**src/rtl/aclink_frame_tx.sv**
```systemverilog
module aclink_frame_tx #(
  parameter int TAG_W  = 16,
  parameter int SLOT_W = 20,
  parameter int NSLOT  = 12,
  parameter int PCM_W  = 16
) (
  input  logic             clk,
  input  logic             rst_n,
  input  logic             sync_i,
  input  logic             low_power_i,
  input  logic             codec_ready_i,
  input  logic [7:0]       slot_valid_i,
  input  logic [6:0]       reg_index_i,
  input  logic [15:0]      reg_data_i,
  input  logic [5:0]       dac_req_n_i,
  input  logic [PCM_W-1:0] rec_l_i,
  input  logic [PCM_W-1:0] rec_r_i,
  input  logic [PCM_W-1:0] s1_l_i,
  input  logic [PCM_W-1:0] s1_r_i,
  input  logic [PCM_W-1:0] s2_l_i,
  input  logic [PCM_W-1:0] s2_r_i,
  output logic             bit_clk_o,
  output logic             sdata_o
);
  localparam int FRAME_W = TAG_W + NSLOT * SLOT_W;
  localparam int POS_W   = $clog2(FRAME_W);
  localparam int PAD_W   = SLOT_W - PCM_W;
  localparam int RES_W   = (NSLOT - 8) * SLOT_W;

  logic [7:0]         valid_rev;
  logic [5:0]         req_rev;
  logic [TAG_W-1:0]   tag;
  logic [SLOT_W-1:0]  addr_slot, data_slot;
  logic [FRAME_W-1:0] frame_d, sh;
  logic [POS_W-1:0]   pos;
  logic               active, sync_q, sdata_q, start;

  always_comb begin
    for (int k = 0; k < 8; k++) valid_rev[7-k] = slot_valid_i[k];
    for (int k = 0; k < 6; k++) req_rev[5-k] = dac_req_n_i[k];
  end

  assign tag       = {codec_ready_i, valid_rev, {(TAG_W-9){1'b0}}};
  assign addr_slot = {1'b0, reg_index_i, req_rev, {(SLOT_W-14){1'b0}}};
  assign data_slot = slot_valid_i[1] ? {reg_data_i, {(SLOT_W-16){1'b0}}} : '0;
  assign frame_d   = {tag, addr_slot, data_slot,
                      rec_l_i, {PAD_W{1'b0}}, rec_r_i, {PAD_W{1'b0}},
                      s1_l_i,  {PAD_W{1'b0}}, s1_r_i,  {PAD_W{1'b0}},
                      s2_l_i,  {PAD_W{1'b0}}, s2_r_i,  {PAD_W{1'b0}},
                      {RES_W{1'b0}}};

  assign start = sync_i && !sync_q && !low_power_i;

  always_ff @(posedge clk or negedge rst_n) begin
    if (!rst_n) begin
      sync_q  <= 1'b0;
      active  <= 1'b0;
      pos     <= '0;
      sh      <= '0;
      sdata_q <= 1'b0;
    end else begin
      sync_q <= sync_i;
      if (low_power_i) begin
        active  <= 1'b0;
        pos     <= '0;
        sdata_q <= 1'b0;
      end else if (start) begin
        active  <= 1'b1;
        pos     <= '0;
        sdata_q <= frame_d[FRAME_W-1];
        sh      <= {frame_d[FRAME_W-2:0], 1'b0};
      end else if (active) begin
        if (pos == POS_W'(FRAME_W-1)) begin
          active  <= 1'b0;
          sdata_q <= 1'b0;
        end else begin
          pos     <= pos + 1'b1;
          sdata_q <= sh[FRAME_W-1];
          sh      <= {sh[FRAME_W-2:0], 1'b0};
        end
      end
    end
  end

  assign bit_clk_o = clk & ~low_power_i;
  assign sdata_o   = sdata_q & ~low_power_i;
endmodule


```
**config.mk**
```make
export PLATFORM = sky130hd
export DESIGN_NAME = aclink_frame_tx
export DESIGN_NICKNAME = d
export VERILOG_FILES = /design/src/rtl/aclink_frame_tx.sv
export SDC_FILE = /design/constraint.sdc
export NUM_CORES = 1
export LEC_CHECK = 0
export ABC_AREA = 0
export ABC_CLOCK_PERIOD_IN_PS = 1790
export BUFFER_PORTS_ARGS = -buffer_cell sky130_fd_sc_hd__buf_2
export CAP_MARGIN = 20
export CELL_PAD_IN_SITES_DETAIL_PLACEMENT = 2
export CELL_PAD_IN_SITES_GLOBAL_PLACEMENT = 2
export CORE_ASPECT_RATIO = 0.6
export CORE_MARGIN = 1.5
export CORE_UTILIZATION = 33
export DETAILED_ROUTE_END_ITERATION = 8
export PLACE_DENSITY_LB_ADDON = 0.1
export SYNTH_ARGS = -nofsm -noshare
export SYNTH_HDL_FRONTEND = slang
export SYNTH_SLANG_ARGS = --single-unit
```
**constraint.sdc**
```tcl
create_clock -name clk -period 1.79 [get_ports clk]
set_input_delay 0.0895 -clock clk [delete_from_list [all_inputs] [get_ports clk]]
set_output_delay 0.0895 -clock clk [all_outputs]
set_load 0.03 [all_outputs]
```
======== Word level (Yosys, flattened, before mapping) ========
Index checks and enable logic that the tools add are counted.
storage, ports and cells
  word-level logic and storage cells ...... 36
  input port bits ......................... 138
  bits in registers ....................... 267
cells by class
  bitwise operators ....................... 3
  reduce and logical (&&, ||, !) cells .... 8
  muxes and demuxes ....................... 16
  eq/ne operators ......................... 3
  add/subtract/negate cells ............... 1
operators by type and width
  operator             number
  $mux 256             3
  $mux 8               4
  $mux 20              1
  $add 8x1->8 const B  1
  $eq 8x8->1 const B   1
  $mux 1               8
  $ne 3x3->1 const B   1
  $reduce_and 3->1     1
  $reduce_bool 3->1    1
  $and 1x1->1          2
  $logic_and 1x1->1    2
  $logic_not 1->1      2
  $ne 2x2->1 const B   1
  $reduce_and 2->1     1
  $reduce_bool 2->1    1
  $not 1->1            1

======== Logic depth before layout (Yosys ltp) ========
  word-level depth ........................ 5
  depth in mapped cells ................... 9
  mapped depth without buffers ............ 5

==> results by group <==
Layout
  • Most frequent cells in the layout: dfrtp_1 (182), buf_2 (138), nor3_1 (135), a21oi_1 (130), dlygate4sd3_1 (130)
  • Filler cells: 2453
  • Fin cells: ~1400
  • Area grow syn2layout: 43.20%
  • Reg area: 0.004554 mm²
  • Fin area: 0.01196 mm²
  • NumNets Final: 1173
  • Layout cell share with drive strength beyond 1: 0.2483
  • Area of the multi-input gates: 0.003462 mm²
  • Most common cell after layout, fill and taps aside: dfrtp_1

Timing
  • Post-layout minimum cycle time: about 1.8 ns
  • Slew margin rel.: 0.5996
  • RSZ-0062 raised after global routing: true
  • Worst Max-Slew Pin Slew: approximately 0.60 ns
  • Slew Limit Fails: 0
  • Final hold vios: 1
  • Setup-failing EPs final: 83
  • TNS Setup: -1.445 ns
  • Fmax achieved: 0.5416 GHz
  • Fin Hold WS: -0.0006262 ns
  • Skew final: 0.01060 ns
  • Final WS setup: -0.05622 ns
  • Fin crit share: 1.031

Placed design
  • Number of port buffers: 139
  • Final GP Congestion: 0.7448
  • HPWL after DPL: 16.38 mm
  • Post-DP Area: 0.009570 mm²
  • DP Cell Count: 1188

Route
  • Vias per cell: 5.265
  • Via count: 7224
  • Initial DRC count: 350
  • Wire per inst: 21.76 µm
  • ANT nets after route: 0
  • Residual DRC: 0
  • WL final: 29.86 mm
  • Pre-Repair DR Iteration Count: 4

Logic synthesis
  • Post-synthesis sequential area ratio: 0.5454
  • Simple-gate portion of the synthesized area: 0.1139
  • Post-synthesis compound-gate area fraction: 0.1431
  • Syn Area/Cell: 10.99 µm²
  • Largest family of logic cells by synthesized area: compound AO/OA/AOI/OAI gates
  • Yosys warns: 0
  • Synth Area in XOR/XNOR: 0.002098
  • Register bit count reported by yosys: 182
  • Cell Area, Synth: about 0.0084 mm²
  • Mux contribution to synthesized area: 0.1390
  • Syn nets: around 900
  • Post-synthesis instance total: 760
  • Post-Synth Adder-Cell Area: 0.001498
  • Netlist cell types: 34

Critical path
  • Reg2reg start: pos[1]
  • Worst path slowest cell: dfrtp_1
  • Crit path max fanout: 11
  • Critical Path Start Type: flop
  • Crit end category: flop
  • Worst EP arrival: 2.28 ns
  • WS Path Type: reg2reg
  • CP peak stage delay: 0.37 ns
  • Cells along the critical path: ha_2 > nand4_1 > o21ai_4 > nand2b_4 > buf_6 > clkbuf_16 > a21oi_1
  • WP data required: 2.22 ns
  • Crit. Startpoint: pos[1]

Die
  • Die ar.: approximately 0.026 mm²
  • Die X: between 200 and 250 µm
  • Initial core utilization: 0.3409
  • Die Y: around 130 µm
  • I/O pins: 140
  • Core area: 0.02450 mm²
  • # rows: 44

Pwr
  • Pint: ~9 mW
  • Logic pwr share: 0.201
  • Flop pwr share: 0.459
  • Peak supply drop: between 0.7 and 0.8 mV
  • P per Cell Area: ~1000 mW/mm²
  • Clock group share of total power: 0.340
  • Sw Share: 0.2894
  • P_sw: between 3 and 4 mW
  • Pwr Total: 12.38 mW
  • Leak Pwr: 5.019 nW

Global route
  • Initial antenna violation count: 3
  • Largest net degree at the start of global routing: 50
  • Vias in the first global route: a little over 8000
  • Total grt overflow: 0
  • First-pass GRT wire length: ~46 mm
  • GRT Total Usage: 0.2229

Status
  • Failing checks: negative hold slack, negative setup slack
  • Outcome: finished with violations

Clock network
  • Worst-Skew Late Latency: 0.55 ns
  • Clk slew on worst S/H paths: about 0.070 ns
  • CTS tree: built

Worst hold path
  • Worst hold path type: in2async

Flow run
  • Max cap viols: 0
==> kinds of logic after synthesis <==
family,count (synthesis)
flops,182
simple gates,183
buf+inv,75
compound gates,201
mux,116
xor+xnor,2
fa+ha+maj,1
==> Yosys cell counts (all sizes together) <==
| master | number | area (µm²) |
|---|---|---|
| a31oi | 1 | 6.260 |
| nand2b | 2 | 15.02 |
| and3 | 16 | 100.1 |
| nor2b | 2 | 12.51 |
| nand4 | 1 | 6.260 |
| buf | 55 | 384.1 |
| nor2 | 9 | 36.29 |
| or3b | 1 | 8.760 |
| nor4 | 1 | 6.260 |
| and2 | 1 | 6.260 |
| nor3b | 2 | 15.01 |
| nor3 | 136 | 680.7 |
| nand3 | 5 | 25.02 |
| mux2i | 116 | 1161 |
| and4 | 2 | 17.52 |
| a22o | 38 | 332.8 |
| xor2 | 2 | 17.52 |
| o21ai | 6 | 30.02 |
| a21oi | 153 | 803.3 |
| o21a | 1 | 7.510 |
| nand2 | 4 | 15.01 |
| or3 | 1 | 6.260 |
| ha | 1 | 12.51 |
| dfrtp | 182 | 4554 |
| clkbuf | 19 | 71.32 |
| inv | 1 | 3.750 |
| o211ai | 2 | 15.01 |
==> worst paths after layout <==
check | end | slack [ns] | cells after the start
max | sh[148] | -0.06 | 7
min | sh[111] | -0.0006 | 2
max reg2reg | sh[148] | -0.06 | 7
min reg2reg | sh[243] | 0.50 | 1
max in group asynchronous | sh[254] | 1.10 | 3
min in group clk | sh[207] | 0.01 | 4
==> flip-flops by register name, summed over array words and instances (netlist names) <==
signal,cells
sync_q,1
sh,171
active,1
pos,8
sdata_q,1
==> cell type report <==
cell class,count,area share
clock inverters,8,0.008162
clock buffers,28,0.04698
diodes,3,0.0006278
repair buffers,324,0.2398
well taps,322,0.03369
inverters,1,0.0003139
flip-flops and latches,182,0.3809
multi-input cells,504,0.2895
==> power groups by stage <==
stage	registers, mW	logic [mW]	clock network [mW]
floorplan	5.49	1.40	0.0375
global placement	5.63	1.89	0.0473
detailed placement	5.68	2.04	0.0473
CTS	5.63	2.29	4.31
global route	5.79	2.76	4.46
finish	5.68	2.49	4.21
==> critical path: cells and delay by family (launching register included) <==
family,cells,cell delay (ns)
buffers and inverters,2,0.35
AOI/OAI and AO/OA,2,0.39
adders and majority gates,1,0.19
and+or+nand+nor,2,0.43
DFF,1,0.37
==> timing repair <==
item                                   4_1_cts  5_1_grt
gates resized for setup                      2       35
setup endpoints to repair                   39      158
gates cloned                                 1        8
setup buffers                                0        7
hold buffers                               130        0
endpoints found under the hold margin      311        0
pin swaps                                    2        3
==> stage by stage <==
stage	utilization	setup WS (ns)
2_1_floorplan	-	0.1184
3_3_place_gp	0.3907	-0.02896
3_5_place_dp	0.3907	-0.1399
4_1_cts	0.4710	-0.07874
5_1_grt	0.4881	-0.1226
6_report	0.4881	-0.05622
==> per-layer routing <==
metal | vias up | part of all wire | GRT usage
met5 | - | 0 | 0
met4 | 0 | 0.0096 | 0.05281
met3 | 27 | 0.041 | 0.05387
met2 | 137 | 0.48 | 0.3581
met1 | 3721 | 0.47 | 0.3040
li1 | 3339 | - | -
Power figures use the tool's default switching activity.
